### config.mk
export PLATFORM = sky130hd
export DESIGN_NAME = decade_divn
export DESIGN_NICKNAME = d
export VERILOG_FILES = /design/src/rtl/divn_pkg.sv /design/src/rtl/half_rate.sv /design/src/rtl/digit_stage.sv /design/src/rtl/reload_seq.sv /design/src/rtl/decade_divn.sv
export SDC_FILE = /design/constraint.sdc
export NUM_CORES = 1
export LEC_CHECK = 0
export BUFFER_PORTS_ARGS = -buffer_cell sky130_fd_sc_hd__buf_2
export CORE_ASPECT_RATIO = 0.9
export CORE_MARGIN = 5
export CORE_UTILIZATION = 39
export CTS_CLUSTER_SIZE = 25
export DETAILED_ROUTE_END_ITERATION = 10
export PLACE_DENSITY = 0.61
export SETUP_SLACK_MARGIN = 0.2
export SLEW_MARGIN = 10
export SYNTH_ARGS = -nofsm -noshare
export SYNTH_HDL_FRONTEND = slang
export SYNTH_SLANG_ARGS = --single-unit
### constraint.sdc
create_clock -name clk -period 0.8 [get_ports clk]
set_input_delay 0.08 -clock clk [delete_from_list [all_inputs] [get_ports clk]]
set_output_delay 0.08 -clock clk [all_outputs]
set_load 0.01 [all_outputs]
### src/rtl/divn_pkg.sv
package divn_pkg;
  localparam int DIG_W = 4;
  localparam int N_STG = 4;
  localparam int HANDSHAKE_TICKS = 4;

  typedef logic [DIG_W-1:0] digit_t;

  function automatic int stage_mod(input int idx);
    return (idx == N_STG - 1) ? 8 : 10;
  endfunction

  function automatic digit_t clamp_dec(input digit_t d);
    return (d > digit_t'(9)) ? digit_t'(9) : d;
  endfunction
endpackage

### src/rtl/half_rate.sv
module half_rate (
  input  logic clk,
  input  logic rst_n,
  output logic tick
);
  logic tog_q, tog_d;

  always_comb tog_d = ~tog_q;

  always_ff @(posedge clk or negedge rst_n) begin
    if (!rst_n) tog_q <= 1'b0;
    else        tog_q <= tog_d;
  end

  assign tick = tog_q;
endmodule

### src/rtl/digit_stage.sv
module digit_stage #(
  parameter int W   = 4,
  parameter int MOD = 10
) (
  input  logic         clk,
  input  logic         rst_n,
  input  logic         clr,
  input  logic         load,
  input  logic [W-1:0] load_val,
  input  logic         dec,
  output logic [W-1:0] val,
  output logic         is_zero
);
  localparam logic [W-1:0] TOP = W'(MOD - 1);

  logic [W-1:0] val_q, val_d;

  always_comb begin
    val_d = val_q;
    if (clr)       val_d = '0;
    else if (load) val_d = load_val;
    else if (dec)  val_d = (val_q == '0) ? TOP : val_q - W'(1);
  end

  always_ff @(posedge clk or negedge rst_n) begin
    if (!rst_n) val_q <= '0;
    else        val_q <= val_d;
  end

  assign val     = val_q;
  assign is_zero = (val_q == '0);

  assert_digit_range_R4: assert property (@(posedge clk) disable iff (!rst_n)
    val_q <= TOP);
endmodule

### src/rtl/reload_seq.sv
module reload_seq (
  input  logic clk,
  input  logic rst_n,
  input  logic tick,
  input  logic chain_zero,
  output logic init_lvl,
  output logic inhibit_lvl,
  output logic preload,
  output logic count_en,
  output logic term
);
  logic fa_q, fa_d, fb_q, fb_d;
  logic running;

  assign running = ~fa_q & ~fb_q;

  always_comb begin
    fa_d = fa_q;
    fb_d = fb_q;
    if (tick) begin
      if (running && chain_zero) fa_d = 1'b1;
      else if (fa_q && !fb_q)    fb_d = 1'b1;
      else if (fa_q && fb_q)     fa_d = 1'b0;
      else if (!fa_q && fb_q)    fb_d = 1'b0;
    end
  end

  always_ff @(posedge clk or negedge rst_n) begin
    if (!rst_n) begin
      fa_q <= 1'b0;
      fb_q <= 1'b0;
    end else begin
      fa_q <= fa_d;
      fb_q <= fb_d;
    end
  end

  assign init_lvl    = fa_q & ~fb_q;
  assign inhibit_lvl = fb_q;
  assign preload     = tick & fa_q & fb_q;
  assign count_en    = tick & running & ~chain_zero;
  assign term        = tick & running & chain_zero;

  assert_init_to_inhibit_R5: assert property (@(posedge clk) disable iff (!rst_n)
    (tick && fa_q && !fb_q) |=> (fa_q && fb_q));
  assert_inhibit_to_preload_R5: assert property (@(posedge clk) disable iff (!rst_n)
    (tick && fa_q && fb_q) |=> (!fa_q && fb_q));
  assert_preload_to_run_R5: assert property (@(posedge clk) disable iff (!rst_n)
    (tick && !fa_q && fb_q) |=> (!fa_q && !fb_q));
  assert_term_starts_init_R5: assert property (@(posedge clk) disable iff (!rst_n)
    term |=> (fa_q && !fb_q));
endmodule

### src/rtl/decade_divn.sv
module decade_divn
  import divn_pkg::*;
(
  input  logic       clk,
  input  logic       rst_n,
  input  logic [3:0] set_tenths,
  input  logic [3:0] set_units,
  input  logic [3:0] set_tens,
  input  logic [2:0] set_eights,
  output logic       div_out,
  output logic       cnt_strobe
);
  logic [1:0] rsync_q;
  logic       srst_n;

  always_ff @(posedge clk or negedge rst_n) begin
    if (!rst_n) rsync_q <= 2'b00;
    else        rsync_q <= {rsync_q[0], 1'b1};
  end
  assign srst_n = rsync_q[1];

  logic tick;
  half_rate u_half (.clk(clk), .rst_n(srst_n), .tick(tick));

  digit_t [N_STG-1:0] ld_val;
  digit_t [N_STG-1:0] stg_val;
  logic   [N_STG-1:0] stg_zero;
  logic   [N_STG:0]   low_zero;

  assign ld_val[0] = clamp_dec(set_tenths);
  assign ld_val[1] = clamp_dec(set_units);
  assign ld_val[2] = clamp_dec(set_tens);
  assign ld_val[3] = {1'b0, set_eights};

  logic init_lvl, inhibit_lvl, preload, count_en, term, chain_zero;

  assign low_zero[0] = 1'b1;
  assign chain_zero  = low_zero[N_STG];

  for (genvar i = 0; i < N_STG; i++) begin : g_stage
    digit_stage #(.W(DIG_W), .MOD(stage_mod(i))) u_stg (
      .clk     (clk),
      .rst_n   (srst_n),
      .clr     (init_lvl & tick),
      .load    (preload),
      .load_val(ld_val[i]),
      .dec     (count_en & low_zero[i]),
      .val     (stg_val[i]),
      .is_zero (stg_zero[i])
    );
    assign low_zero[i+1] = low_zero[i] & stg_zero[i];
  end

  reload_seq u_seq (
    .clk        (clk),
    .rst_n      (srst_n),
    .tick       (tick),
    .chain_zero (chain_zero),
    .init_lvl   (init_lvl),
    .inhibit_lvl(inhibit_lvl),
    .preload    (preload),
    .count_en   (count_en),
    .term       (term)
  );

  logic out_q, out_d, stb_q, stb_d;

  always_comb begin
    out_d = term;
    stb_d = count_en;
  end

  always_ff @(posedge clk or negedge srst_n) begin
    if (!srst_n) begin
      out_q <= 1'b0;
      stb_q <= 1'b0;
    end else begin
      out_q <= out_d;
      stb_q <= stb_d;
    end
  end

  assign div_out    = out_q;
  assign cnt_strobe = stb_q;

  assert_pulse_width_R8: assert property (@(posedge clk) disable iff (!srst_n)
    div_out |=> !div_out);
  assert_strobe_alternate_R3: assert property (@(posedge clk) disable iff (!srst_n)
    cnt_strobe |=> !cnt_strobe);
  assert_no_count_after_term_R6: assert property (@(posedge clk) disable iff (!srst_n)
    div_out |=> !cnt_strobe);
  assert_no_count_while_inhibit_R6: assert property (@(posedge clk) disable iff (!srst_n)
    (inhibit_lvl || init_lvl) |=> !cnt_strobe);
endmodule

==> impl_metrics.ini <==
[yosys]
ys_top_cells_by_area = dfrtp_1 35%, ha_1 7.7%, o21ai_0 7.7%, o31ai_1 4.6%, mux2i_1 4.3%
async_reset_ff_share_pct = 100
synth_top_cell_by_area = dfrtp_1
synth.most_common_cell = o21ai_0
synth_common_cells = 25 x o21ai_0, 23 x dfrtp_1, 13 x inv_1
synth-seq-cells = 23
synthCells = 174
syn_avg_cell_area_um2 = 9.36
ys_seq_area_share_pct = 35.3
yosys_most_used_dff = dfrtp_1
synth_edf_count = 0
syn_nets = 201
synth_cell_types = 46
yosys_warnings = 0
netlist_area_um2 = 1630
netlist.area_leader.share_pct = 35.3

[power_and_ir_drop]
leakage_nw = 1.27
p_total_mw = 4.37
powerDensity_nw_per_um2 = 1550
ir_drop_v = 0.000677

[cts]
htree_levels = 1
cts_buffers = 3
cts_tree = done
clkSinkCount = 23
root_buffer = clkbuf_8
cts.path.max_buffers = 2
clkLatencyLatePin_ps = 270
clk_pin_slew_worst_paths_ps = 90

[die]
ios = 19
fp.dieW_um = 78.1
core-area_um2 = 4050
die-area_um2 = 5570
start_util_pct = 40.3
die_h_um = 71.3
rows = 22

[setup_path]
max_stage_delay_ps = 400
crit_type = reg2reg
end_kind = flop
cpMaxStageDelayCell = dfrtp_1
critPathTopFamily = compound AO/OA/AOI/OAI gates
reg2reg_depth = 6
cp-start-kind = flop
path_buf_inv = 1
critical_path_required_ps = 1000
critical_path_depth = 6
crit_chain = inv_2 > ha_4 > or3b_4 > o211a_4 > o21ai_4 > mux2i_1
cp_max_fo = 4
cp.arrival_ps = 1930

[global_route]
antenna_found_initial = 0
grt_first_pass_wirelength_um = 8790
grt_remaining_overflow = 0
grt_usage_pct = 18.9
grt_max_degree = 22
grt_pass1_vias = 1892

[layout]
syn_to_final_growth_pct = 72.7
n_fill_cell = 287
fin_util_pct = 69.5
finalNetCount = 307
diodes = 0
drive_gt1_share_pct = 61.3
fin_area_um2 = 2810

[drt]
routed_wl_um = 5280
drc = 0
vias_per_cell = 5.53
vias = 1809
dr.pass1.iters = 4
first_iter_violations = 129
detail_route.wl_per_cell_um = 16.1
ant_nets = 0

[sta]
timing.final.ws_setup_ps = -934
maxSlewViolCount = 0
fin_skew_ps = 2.76
hold_viol = 0
max_freq_ghz = 0.577
fin_crit_sh_pct = 217
rsz0062_at_grt = yes
setup_violations = 22
fin_hold_ws_ps = 105
period_minus_slack_ps = 1730

[outcome]
failed_checks = setup timing
outcome = finished with violations

[place]
place_ws_ps = -1020
io_buffers = 18
post_dp_cell_area_um2 = 2330
hpwl_um = 3520
gp_congestion = 0.887

[min_path]
min-delay-path-class = in2async

[flow_run]
max_cap_violations = 0
## worst paths after layout
| check | startpoint | end | slack, ps |
|---|---|---|---|
| worst max-delay path | g_stage[3].u_stg.val[0] | g_stage[2].u_stg.val[0] | -930 |
| max in group asynchronous | rsync_q[1] | u_half.tick | 450 |
| min in group clk | set_tens[0] | g_stage[2].u_stg.val[0] | 120 |
| worst min-delay path | rst_n | rsync_q[1] | 100 |
| worst max register to register | g_stage[3].u_stg.val[0] | g_stage[2].u_stg.val[0] | -930 |
| worst min register to register | rsync_q[1] | g_stage[3].u_stg.val[2] | 200 |
## flip-flops by register name, summed over array words and instances (netlist names)
signal and count:
u_half.tick 1, u_seq.fa_q 1, cnt_strobe 1, u_seq.inhibit_lvl 1
div_out 1, rsync_q 2, g_stage.u_stg.val 16
## logic make-up (layout without fill, tap and decap cells)
logic type | after synthesis | in the layout | synth area share (%)
compound gates | 62 | 62 | 26.3
simple gates | 50 | 50 | 20.5
flops | 23 | 23 | 35.3
buf+inv | 20 | 125 | 4.92
fa+ha+maj | 10 | 10 | 7.68
mux | 8 | 8 | 4.99
other cells | 1 | 1 | 0.230
## routing by layer
layer | up-vias | part of all wire [%] | GRT usage, %
met2 | 53 | 53 | 34.7
met3 | 15 | 5.6 | 3.14
met1 | 874 | 40 | 22.8
met5 | - | 0 | 0
met4 | 0 | 2.1 | 4.88
li1 | 867 | - | -
## metrics by stage
stage | TNS, ps | std cells
floorplan | -15240 | 174
global placement | -17560 | 297
detailed placement | -18330 | 297
CTS | -16310 | 318
global route | -18500 | 327
finish | -16810 | 327
## where the power goes
part	switching [mW]	internal, mW
Clock	0.413	0.349
Sequential	0.209	1.35
Combinational	0.835	1.22
## cell usage in the layout (no fill, tap or decap), drive strengths merged, types with 3 or more instances in the layout
| master | n |
|---|---|
| nand2 | 8 |
| nor2b | 3 |
| o2bb2ai | 3 |
| mux2i | 7 |
| clkbuf | 3 |
| nor2 | 4 |
| o31ai | 10 |
| nor3b | 11 |
| dfrtp | 23 |
| nor3 | 6 |
| or3b | 3 |
| buf | 107 |
| a21oi | 4 |
| inv | 13 |
| o21ai | 27 |
| ha | 10 |
| nand3 | 3 |
## what timing repair did
| item | in CTS | in global routing |
|---|---|---|
| hold endpoints to repair | 2 | 0 |
| cloned | 1 | 0 |
| buffers inserted | 15 | 9 |
| resized for setup | 50 | 10 |
| hold buffers | 1 | 0 |
| endpoints found under the setup margin | 23 | 23 |
| pin swaps | 16 | 3 |
## cell type report
cell class	count	area (um^2)	area share [%]
clock buffers	3	41.3	1.47
inverters	13	51.3	1.82
flip-flops and latches	23	578	20.6
repair buffers	108	833	29.6
well taps	48	60.1	2.14
clock inverters	1	5.00	0.178
multi-input cells	131	1240	44.2
Note: power is estimated with default switching activity, not from simulation.
